## src/rtl/nor_wp_pkg.sv

```systemverilog
package nor_wp_pkg;
  typedef enum logic [1:0] {
    OP_NOP  = 2'b00,
    OP_WREN = 2'b01,
    OP_WRR  = 2'b10,
    OP_RDR  = 2'b11
  } nor_op_e;

  localparam int SRWD_POS = 7;
  localparam int BP_LSB   = 2;
  localparam int QE_POS   = 1;
  localparam int VS_POS   = 5;
endpackage

```

## src/rtl/nor_wp_wel.sv

```systemverilog
module nor_wp_wel (
  input  logic clk,
  input  logic clr,
  input  logic set_i,
  input  logic wrr_i,
  output logic wel_o
);
  logic wel_q = 1'b0;

  always_ff @(posedge clk) begin
    if (clr)        wel_q <= 1'b0;
    else if (wrr_i) wel_q <= 1'b0;
    else if (set_i) wel_q <= 1'b1;
  end

  assign wel_o = wel_q;

  // any write attempt disarms the latch
  a_r2_wel_clears: assert property (@(posedge clk) disable iff (clr)
    wrr_i |=> !wel_o);
endmodule

```

## src/rtl/nor_wp_gate.sv

```systemverilog
module nor_wp_gate (
  input  logic clk,
  input  logic clr,
  input  logic wrr_i,
  input  logic wel_i,
  input  logic srwd_i,
  input  logic qe_i,
  input  logic wp_n_i,
  output logic accept_o,
  output logic rej_o
);
  logic locked;
  logic rej_q = 1'b0;

  // pin protection is active only outside quad mode
  assign locked   = srwd_i & ~wp_n_i & ~qe_i;
  assign accept_o = wrr_i & wel_i & ~locked;

  always_ff @(posedge clk) begin
    if (clr) rej_q <= 1'b0;
    else     rej_q <= wrr_i & ~accept_o;
  end

  assign rej_o = rej_q;

  a_r5_locked_rejects: assert property (@(posedge clk) disable iff (clr)
    (wrr_i && srwd_i && !wp_n_i && !qe_i) |=> rej_o);

  a_r3_unarmed_rejects: assert property (@(posedge clk) disable iff (clr)
    (wrr_i && !wel_i) |=> rej_o);
endmodule

```

## src/rtl/nor_wp_nvstore.sv

```systemverilog
module nor_wp_nvstore #(
  parameter int BP_W = 3
) (
  input  logic            clk,
  input  logic            we,
  input  logic            vs_now,
  input  logic            srwd_d,
  input  logic            qe_d,
  input  logic            vs_d,
  input  logic [BP_W-1:0] bp_d,
  output logic            nv_srwd,
  output logic            nv_qe,
  output logic            nv_vs,
  output logic [BP_W-1:0] nv_bp
);
  // factory contents; no reset input reaches this store
  logic            srwd_q = 1'b0;
  logic            qe_q   = 1'b0;
  logic            vs_q   = 1'b0;
  logic [BP_W-1:0] bp_q   = '0;

  always_ff @(posedge clk) begin
    if (we) begin
      srwd_q <= srwd_d;
      qe_q   <= qe_d;
      vs_q   <= vs_d;
      if (!vs_now) bp_q <= bp_d;
    end
  end

  assign nv_srwd = srwd_q;
  assign nv_qe   = qe_q;
  assign nv_vs   = vs_q;
  assign nv_bp   = bp_q;
endmodule

```

## src/rtl/nor_wp_regs.sv

```systemverilog
module nor_wp_regs
  import nor_wp_pkg::*;
#(
  parameter int BP_W = 3,
  parameter int DW   = 8
) (
  input  logic            clk,
  input  logic            rst,
  input  logic            por,
  input  logic            cmd_valid,
  input  logic [1:0]      cmd_op,
  input  logic [DW-1:0]   wr_sr,
  input  logic [DW-1:0]   wr_cr,
  input  logic            wp_n,
  output logic [DW-1:0]   sr_out,
  output logic [DW-1:0]   cr_out,
  output logic            wel,
  output logic            wr_rej,
  output logic            rd_valid,
  output logic [2*DW-1:0] rd_data
);
  localparam int BP_MSB = BP_LSB + BP_W - 1;
  localparam logic [DW-1:0] SR_MASK =
    DW'((1 << SRWD_POS) | (((1 << BP_W) - 1) << BP_LSB));

  logic clr;
  logic is_wren, is_wrr, is_rdr;
  logic accept;
  logic nv_srwd, nv_qe, nv_vs;
  logic [BP_W-1:0] nv_bp;

  logic            srwd_q = 1'b0;
  logic            qe_q   = 1'b0;
  logic            vs_q   = 1'b0;
  logic [BP_W-1:0] bp_q   = '0;
  logic            rdv_q  = 1'b0;
  logic [2*DW-1:0] rdd_q  = '0;

  logic unused_data_bits;
  assign unused_data_bits = ^{wr_sr, wr_cr};

  assign clr     = rst | por;
  assign is_wren = cmd_valid & (cmd_op == OP_WREN) & ~clr;
  assign is_wrr  = cmd_valid & (cmd_op == OP_WRR)  & ~clr;
  assign is_rdr  = cmd_valid & (cmd_op == OP_RDR)  & ~clr;

  nor_wp_wel u_wel (
    .clk   (clk),
    .clr   (clr),
    .set_i (is_wren),
    .wrr_i (is_wrr),
    .wel_o (wel)
  );

  nor_wp_gate u_gate (
    .clk      (clk),
    .clr      (clr),
    .wrr_i    (is_wrr),
    .wel_i    (wel),
    .srwd_i   (srwd_q),
    .qe_i     (qe_q),
    .wp_n_i   (wp_n),
    .accept_o (accept),
    .rej_o    (wr_rej)
  );

  nor_wp_nvstore #(.BP_W(BP_W)) u_nv (
    .clk     (clk),
    .we      (accept),
    .vs_now  (vs_q),
    .srwd_d  (wr_sr[SRWD_POS]),
    .qe_d    (wr_cr[QE_POS]),
    .vs_d    (wr_cr[VS_POS]),
    .bp_d    (wr_sr[BP_MSB:BP_LSB]),
    .nv_srwd (nv_srwd),
    .nv_qe   (nv_qe),
    .nv_vs   (nv_vs),
    .nv_bp   (nv_bp)
  );

  // live copies: power-on beats warm reset beats command
  always_ff @(posedge clk) begin
    if (por) begin
      srwd_q <= nv_srwd;
      qe_q   <= nv_qe;
      vs_q   <= nv_vs;
      bp_q   <= nv_vs ? '1 : nv_bp;
    end else if (rst) begin
      srwd_q <= nv_srwd;
      qe_q   <= nv_qe;
      vs_q   <= nv_vs;
      bp_q   <= nv_bp;
    end else if (accept) begin
      srwd_q <= wr_sr[SRWD_POS];
      bp_q   <= wr_sr[BP_MSB:BP_LSB];
      qe_q   <= wr_cr[QE_POS];
      vs_q   <= wr_cr[VS_POS];
    end
  end

  always_comb begin
    sr_out                 = '0;
    sr_out[SRWD_POS]       = srwd_q;
    sr_out[BP_MSB:BP_LSB]  = bp_q;
    cr_out                 = '0;
    cr_out[QE_POS]         = qe_q;
    cr_out[VS_POS]         = vs_q;
  end

  always_ff @(posedge clk) begin
    if (clr) rdv_q <= 1'b0;
    else     rdv_q <= is_rdr;
    if (is_rdr) rdd_q <= {cr_out, sr_out};
  end

  assign rd_valid = rdv_q;
  assign rd_data  = rdd_q;

  a_r6_pin_high_accepts: assert property (@(posedge clk) disable iff (rst || por)
    (is_wrr && wel && wp_n) |=> (sr_out == ($past(wr_sr) & SR_MASK)));

  a_r11_read_snapshot: assert property (@(posedge clk) disable iff (rst || por)
    is_rdr |=> (rd_valid && rd_data == $past({cr_out, sr_out})));

  a_r10_poweron_full_protect: assert property (@(posedge clk) disable iff (rst)
    (por && nv_vs) |=> (bp_q == '1));

  a_r5_locked_keeps_status: assert property (@(posedge clk) disable iff (rst || por)
    (is_wrr && srwd_q && !wp_n && !qe_q) |=> $stable(sr_out) && $stable(cr_out));
endmodule

```

## config.mk

```make
export PLATFORM = sky130hd
export DESIGN_NAME = nor_wp_regs
export DESIGN_NICKNAME = d
export VERILOG_FILES = /design/src/rtl/nor_wp_pkg.sv /design/src/rtl/nor_wp_wel.sv /design/src/rtl/nor_wp_gate.sv /design/src/rtl/nor_wp_nvstore.sv /design/src/rtl/nor_wp_regs.sv
export SDC_FILE = /design/constraint.sdc
export NUM_CORES = 1
export LEC_CHECK = 0
export BUFFER_PORTS_ARGS = -buffer_cell sky130_fd_sc_hd__buf_4
export CAP_MARGIN = 20
export CORE_MARGIN = 8
export CORE_UTILIZATION = 40
export DETAILED_ROUTE_END_ITERATION = 6
export PLACE_DENSITY_LB_ADDON = 0.2
export SKIP_CTS_REPAIR_TIMING = 1
export SYNTH_ARGS = -nofsm -noshare
export SYNTH_HDL_FRONTEND = slang
export SYNTH_HIERARCHICAL = 1
export SYNTH_SLANG_ARGS = --single-unit
```

## constraint.sdc

```tcl
create_clock -name clk -period 2.8 [get_ports clk]
set_input_delay 0.56 -clock clk [delete_from_list [all_inputs] [get_ports clk]]
set_output_delay 0.56 -clock clk [all_outputs]
set_load 0.1 [all_outputs]
```

**Yosys cells after proc, flatten, opt, wreduce, memory -nomap -nowiden**

Index checks and enable logic that the tools add are counted.

- Add/subtract/negate cells: 0
- $mul: 0
- Div/mod/pow operators: 0
- Magnitude comparators: 0
- Equality and inequality tests: 3
- Shift-type cells: 0
- Mux-type cells: 13
- Bitwise gates (word level): 18
- Reductions and logical operators: 3

Operator list:

| cell | number |
|---|---|
| 3-bit 2-to-1 mux | 4 |
| 1-bit AND | 11 |
| 1-bit 2-to-1 mux | 9 |
| 1-bit inverter | 6 |
| 2-bit == test, second input constant | 2 |
| 3-bit nonzero test | 1 |
| 2-bit by 1-bit == test with 1-bit output, second input constant | 1 |
| 2-bit AND reduction | 1 |
| 2-bit OR reduction | 1 |
| 1-bit OR | 1 |

- Register bits: 21
- Latch bits: 0
- Bits in writable memories: 0
- ROM bits: 0
- Bits of input ports: 23
- Output and inout bits: 35
- Memories kept: 0

**Logic depth before layout (Yosys ltp)**

Gate-level depths: netlist (run 1).

- Word-level depth: 8
- Gate-level depth with buffers: 4
- Gate-level depth less buffers: 4

**Modules after synthesis**

Netlist (run 1), hierarchy kept.

By module, submodules not included:

| module | instances | cells each | area each (µm²) | sequential area each (µm²) |
|---|---|---|---|---|
| nor_wp_regs | 1 | 55 | 730.7 | 380.4 |
| nor_wp_nvstore | 1 | 7 | 193.9 | 180.2 |
| nor_wp_gate | 1 | 5 | 46.3 | 20.0 |
| nor_wp_wel | 1 | 3 | 33.8 | 20.0 |

**Least setup slack after synthesis (run 1)**

No wires, ideal clock.

- Path type: register -> register
- From: register u_wel.wel_q, in the netlist u_wel/wel_o
- To: register bp_q[0] (enable)
- Library setup time: 0.318 ns
- Arrival: 1.552 ns
- Data required time: 2.482 ns
- Slack: 0.930 ns
- Stages on the path, launching flop included: 3
- Path buffers: 0
- Clock period less this slack: 1.870 ns
- Cell sequence: dfxtp_1 -> and3_1 -> or3_1

- Cells in the longest elaborated chain, start to end: 3

RTL lines:

| what | line | text |
|---|---|---|
| start: declaration | nor_wp_wel.sv:8 | `logic wel_q = 1'b0;` |
| start signal: assignment | nor_wp_wel.sv:11 | `if (clr) wel_q <= 1'b0;` |
| start signal: assignment | nor_wp_wel.sv:12 | `else if (wrr_i) wel_q <= 1'b0;` |
| start signal: assignment | nor_wp_wel.sv:13 | `else if (set_i) wel_q <= 1'b1;` |
| 1-bit AND (2 in series) | nor_wp_gate.sv:17 | `assign accept_o = wrr_i & wel_i & ~locked;` |
| via accept | nor_wp_regs.sv:28 | `logic accept;` |
| 3-bit nonzero test (no source line) | - |  |
| end signal: assignment | nor_wp_regs.sv:87 | `bp_q <= nv_vs ? '1 : nv_bp;` |
| end signal: assignment | nor_wp_regs.sv:92 | `bp_q <= nv_bp;` |
| end signal: assignment | nor_wp_regs.sv:95 | `bp_q <= wr_sr[BP_MSB:BP_LSB];` |
| end: declaration | nor_wp_regs.sv:35 | `logic [BP_W-1:0] bp_q = '0;` |

The timed path passes the listed nets, and every way through them passes these cells.
A chain may end at the register's enable or synchronous reset.

**Worst setup path after layout (run 1)**

- From: register qe_q
- To: register bp_q[2] (enable)

- Cells in the longest elaborated chain, start to end: 5

RTL lines:

| what | line | text |
|---|---|---|
| start: declaration | nor_wp_regs.sv:33 | `logic qe_q = 1'b0;` |
| start signal: assignment | nor_wp_regs.sv:85 | `qe_q <= nv_qe;` |
| start signal: assignment | nor_wp_regs.sv:90 | `qe_q <= nv_qe;` |
| start signal: assignment | nor_wp_regs.sv:96 | `qe_q <= wr_cr[QE_POS];` |
| 1-bit inverter | nor_wp_gate.sv:16 | `assign locked = srwd_i & ~wp_n_i & ~qe_i;` |
| 1-bit AND | nor_wp_gate.sv:16 |  |
| 1-bit inverter | nor_wp_gate.sv:17 |  |
| 1-bit AND | nor_wp_gate.sv:17 |  |
| via accept | nor_wp_regs.sv:28 |  |
| 3-bit nonzero test (no source line) | - |  |

The timed path passes the listed nets, and every way through them passes these cells.

==> results.cfg, run 1 <==
[die]
ios = 58
die_x_um = 66.1
die-area_mm2 = 0.00437
rows = 18
dieHeight_um = 66.1
coreArea_mm2 = 0.00243
start_util_pct = 41.3

[clock_tree]
cts_sinks = 21
cts_buffers = 3
cts_tree = yes
cts_max_path_buffers = 2
clk_pin_slew_ns = 0.11
clock_latency_ns = 0.29
clockRootBuffer = clkbuf_4
htree_levels = 1

[synth]
synth_cell_types = 20
seq_area_frac_synth_pct = 59.8
ys_warn_count = 6
syn_avg_cell_area_um2 = 14.4
synth_cells = 70
ys_ff_latch = 21
syn-cell-area_mm2 = 0.00100

[drt]
met2_wirelength_um = 809
drtPass1Iterations = 4
drtAntennaViolNets = 0
via_count = 536
wl_met1_um = 684
viasPerCell = 4.22
wire_per_inst_um = 12.9
drtIter0Drc = 2
finalWirelength_mm = 1.63
topRoutingLayerUsed = met3
wl_met3_um = 140
drcViolationCount = 0

[critical_path]
crit_arrival_ns = 1.84
cp_data_required_time_ns = 2.82
r2r.worst_path.cells = 3
r2r-end = bp_q[2]$_DFFE_PP_
path_class = register to register
cp_max_fo = 6
reg2reg_slack_ns = 0.98
endpoint_kind = register
r2r_start = qe_q$_DFFE_PP_
start_kind = register

[global_routing]
grt_pass1_wl_mm = 2.53
gr-usage-all-layers_pct = 7.32
grt_max_degree = 12
grt_pass1_vias = 602
gr-total-overflow = 0
grt_antenna_before_repair = 0

[pwr]
ir_worst_vdd_mv = 0.319
power_density_mw_per_mm2 = 605
cellLeakagePower_nw = 0.498

[sta]
finalHoldViolCount = 0
rsz0062_at_grt = false
finalSetupViolCount = 0
final.setup_skew_ns = 0.00494
setup-tns-final_ns = 0
setup_ws_ns = 0.979
maxSlewViolCount = 0
max_clock_freq_mhz = 549
timing.final.crit_share_pct = 65.0
min_period_ns = 1.82

[hold_path]
hold-path-cell-count = 1
min_from = wr_cr[5]
hold_path_class = primary input to register
hold_path_end = u_nv/nv_vs$_DFFE_PP_

[place]
dpl-instance-area_mm2 = 0.00114
gp_congestion = 0.643
pre_cts_slack_ns = 0.684
portBuffers = 27
dp_hpwl_mm = 1.37

[final_layout]
nets = 121
syn2layout_area_growth_pct = 16.4
n_antenna_cell = 0
layout_common_cells = buf_4, conb_1, edfxtp_1
stdcell_area_mm2 = 0.00117
mostFrequentLayoutCell = buf_4
post-route-util_pct = 48.1
drive_above_1_share_pct = 37.1

[job]
maxCapViolCount = 0

[run_status]
status = finished, final reports clean
how the worst max path moves through the flow:
stage                                         from           endpoint  slack, ns  cells after the start
final                               qe_q$_DFFE_PP_  bp_q[2]$_DFFE_PP_       0.98                      3
after global routing                qe_q$_DFFE_PP_     vs_q$_DFFE_PP_       0.90                      3
after CTS                           qe_q$_DFFE_PP_  bp_q[1]$_DFFE_PP_       0.97                      3
after detailed placement                       por   srwd_q$_DFFE_PP_       0.68                      5
after global placement                         por  bp_q[2]$_DFFE_PP_       0.71                      5
after floorplan           u_wel/wel_o$_SDFFE_PP0P_  bp_q[0]$_DFFE_PP_       0.93                      2
sequential cells by signal, indices dropped and copies added (netlist names):
register      cells
rd_data           6
u_nv/nv_bp        3
u_nv/nv_srwd      1
u_gate/rej_o      1
u_nv/nv_qe        1
vs_q              1
bp_q              3
u_wel/wel_o       1
u_nv/nv_vs        1
srwd_q            1
rd_valid          1
qe_q              1
where the power goes:
part	internal [mW]	switching (mW)	leakage, nW
Clock	0.0554	0.0833	0.0150
Combinational	0.0288	0.188	0.291
Sequential	0.348	0.00462	0.192
through the flow:
stage	total power [mW]	hold slack (ns)	std cells
3_3_place_gp	0.575	0.442	123
3_5_place_dp	0.576	0.448	123
5_1_grt	0.731	0.433	127
4_1_cts	0.711	0.442	127
2_1_floorplan	0.569	0.441	89
6_report	0.708	0.447	127
logic make-up (layout without fill, tap and decap cells):
logic type / count (synthesis) / count (layout) / synth area share [%]
DFF: 21 / 21 / 59.8
AOI/OAI and AO/OA: 3 / 3 / 2.24
buffers and inverters: 24 / 32 / 17.6
and+or+nand+nor: 14 / 14 / 11.3
muxes: 7 / 7 / 8.72
other: 1 / 20 / 0.373
cells in the mapped netlist:
cell type	instances	area, um2
and4b_1	2	20.0
buf_4	23	173
inv_1	1	3.75
conb_1	1	3.75
or3_1	1	6.26
edfxtp_1	18	541
mux2_4	3	45.0
or3b_1	1	8.76
nand2b_1	2	12.5
and4_1	2	17.5
and3_1	1	6.26
nor2_1	2	7.51
mux2_1	2	22.5
nor2_4	1	11.3
dfxtp_1	3	60.1
o22a_1	2	17.5
nor3_2	1	10.0
a21oi_1	1	5.00
mux2i_1	2	20.0
nor2b_4	1	13.8
final cells by class:
cell class,count,area [um2]
clock buffers,4,26.3
inverters,1,3.75
repair buffers,27,203
fillers,223,1260
multi-input cells,44,299
well taps,30,37.5
flip-flops and latches,21,601
metal layers:
layer / up-vias / global-route usage, %
li1: 263 / -
met1: 246 / 8.46
met2: 27 / 11.8
met3: 0 / 1.69
met4: 0 / 4.80
met5: - / 0
worst max-delay path: stages (launching register included):
cell and delay, ns:
edfxtp_1 0.42, or3b_1 0.41, and3_1 0.27, or3_1 0.45
Note: power is estimated with default switching activity, not from simulation.
==> run 2, diff against run 1 <==
--- a/config.mk
+++ b/config.mk
@@ -5,10 +5,11 @@
 export SDC_FILE = /design/constraint.sdc
 export NUM_CORES = 1
 export LEC_CHECK = 0
+export ABC_AREA = 1
 export BUFFER_PORTS_ARGS = -buffer_cell sky130_fd_sc_hd__buf_4
 export CAP_MARGIN = 20
 export CORE_MARGIN = 8
-export CORE_UTILIZATION = 40
+export CORE_UTILIZATION = 39
 export DETAILED_ROUTE_END_ITERATION = 6
 export PLACE_DENSITY_LB_ADDON = 0.2
 export SKIP_CTS_REPAIR_TIMING = 1
==> constraint.sdc (replaced) <==
create_clock -name clk -period 1.5 [get_ports clk]
set_input_delay 0.3 -clock clk [delete_from_list [all_inputs] [get_ports clk]]
set_output_delay 0.3 -clock clk [all_outputs]
set_load 0.1 [all_outputs]
==> run 2 against run 1 <==
Net effect:
- synthesized cell count is 49% higher
- combinational power is 100% higher
- worst hold slack worse by 0.27 ns
- critical path depth is 2 lower
- power is 93% higher
- design area is 10% higher
- utilization is 3.5 points higher
==> results.cfg, run 2 <==
[final_layout]
mostFrequentLayoutCell = buf_4
largest_register_ff_count = 6
nets = 166
layout_common_cells = buf_4, nand2_1, conb_1
syn2layout_area_growth_pct = 24.8
n_antenna_cell = 0
drive_above_1_share_pct = 36.6
stdcell_area_mm2 = 0.00129

[global_routing]
grtUsageMet2_pct = 15.1
gr-total-overflow = 0
grt_pass1_vias = 779
grt_max_degree = 12
top_usage_layer = met2
grt_use_met1_pct = 9.23
grt_use_met3_pct = 2.15
grt_antenna_before_repair = 0
grt_pass1_wl_mm = 3.07
gr-usage-all-layers_pct = 8.87

[sta]
final.setup_skew_ns = 0.00532
timing.final.crit_share_pct = 90.4
setup-tns-final_ns = 0
max_clock_freq_mhz = 737
finalHoldViolCount = 0
finalSetupViolCount = 0
rsz0062_at_grt = false
min_period_ns = 1.36
maxSlewViolCount = 0

[die]
ios = 58
dieHeight_um = 67.4
die_x_um = 67.4
die-area_mm2 = 0.00455
start_util_pct = 41.3
coreArea_mm2 = 0.00250
rows = 18

[synth]
syn-cell-area_mm2 = 0.00103
synthTopCellsByCount = nand2_1, buf_4, edfxtp_1
ys_warn_count = 6
netlist.area_leader.share_pct = 52.4
yosysMostFrequentCell = nand2_1
async_flop_share_pct = 0
ys_ff_latch = 21
synth_edf_count = 18
ys.flop_type = edfxtp_1
yosys.area.top_type = edfxtp_1
syn_avg_cell_area_um2 = 9.93
synth_cells = 104
seq_area_frac_synth_pct = 58.2
synth.top_cells.by_area = edfxtp_1, buf_4, nand2_1
synth_cell_types = 16

[clock_tree]
cts_max_path_buffers = 2
clockRootBuffer = clkbuf_4
cts_buffers = 3
clock_latency_ns = 0.30
htree_levels = 1
cts_tree = yes
cts_sinks = 21
clk_pin_slew_ns = 0.11

[critical_path]
cp_slowest_cell = edfxtp_1
crit_chain = buf_4
cp_max_fo = 3
critPathMaxStageDelay_ns = 0.44
endpoint_kind = output port
crit_arrival_ns = 1.06
cp_top_family = flip-flops
path_class = register to output port
start_kind = register
cp_data_required_time_ns = 1.20
path_buf_inv = 1

[place]
portBuffers = 27
dpl-instance-area_mm2 = 0.00126
gp_congestion = 0.730
dp_hpwl_mm = 1.61

[run_status]
status = finished, final reports clean

[drt]
viasPerCell = 4.02
drtAntennaViolNets = 0
via_count = 692
drtIter0Drc = 19
drtPass1Iterations = 4
wire_per_inst_um = 11.2
finalWirelength_mm = 1.93
drcViolationCount = 0

[pwr]
cellLeakagePower_nw = 0.637
ir_worst_vdd_mv = 0.592
power_density_mw_per_mm2 = 1060

[job]
maxCapViolCount = 0

[hold_path]
hold_path_class = primary input to register
-- run 2: power by group --
group	total (mW)	leakage, nW	switching [mW]	internal (mW)
Combinational	0.438	0.428	0.375	0.0622
Sequential	0.659	0.194	0.00937	0.650
Clock	0.266	0.0150	0.163	0.104
Total	1.36	0.637	0.548	0.816
-- run 2: cells by family (layout without fill, tap and decap cells) --
family,count (synthesis),count (layout),synth area share [%]
AO/OA/AOI/OAI,4,4,2.30
buffers and inverters,39,58,22.5
flip-flops,21,21,58.2
other,1,20,0.363
AND/OR/NAND/NOR,39,39,16.6
-- run 2: final timing paths --
path | to | startpoint | slack (ns) | depth (start not counted)
worst min-delay path | u_nv/nv_srwd$_DFFE_PP_ | wr_sr[7] | 0.18 | 1
worst max-delay path | cr_out[5] | vs_q$_DFFE_PP_ | 0.14 | 1
worst max register to register | bp_q[1]$_DFFE_PP_ | qe_q$_DFFE_PP_ | 0.19 | 5
worst min register to register | rd_data[2]$_DFFE_PP_ | bp_q[0]$_DFFE_PP_ | 0.46 | 0
-- run 2: layout make-up --
class	instances	area, um2
fill	249	1210
tap	30	37.5
sequential	21	604
multi-input combinational	63	275
inverter	16	60.1
timing repair buffer	38	285
clock buffer	4	26.3
-- run 2: per-layer routing --
| layer | part of all wire, % | wire, um |
|---|---|---|
| met1 | 40 | 778 |
| met2 | 49 | 934 |
| met3 | 9.1 | 175 |
| met4 | 1.9 | 36 |
| met5 | 0 | 0 |
-- run 2: metrics by stage --
step / instances / utilization (%) / total power, mW / setup slack (ns) / hold slack, ns
2_1_floorplan: 123 / - / 1.08 / 0.0210 / 0.399
3_3_place_gp: 168 / 50.5 / 1.11 / -0.0476 / 0.435
3_5_place_dp: 168 / 50.5 / 1.11 / -0.0577 / 0.437
4_1_cts: 172 / 51.6 / 1.37 / 0.125 / 0.172
5_1_grt: 172 / 51.6 / 1.41 / 0.0801 / 0.164
6_report: 172 / 51.6 / 1.36 / 0.144 / 0.181
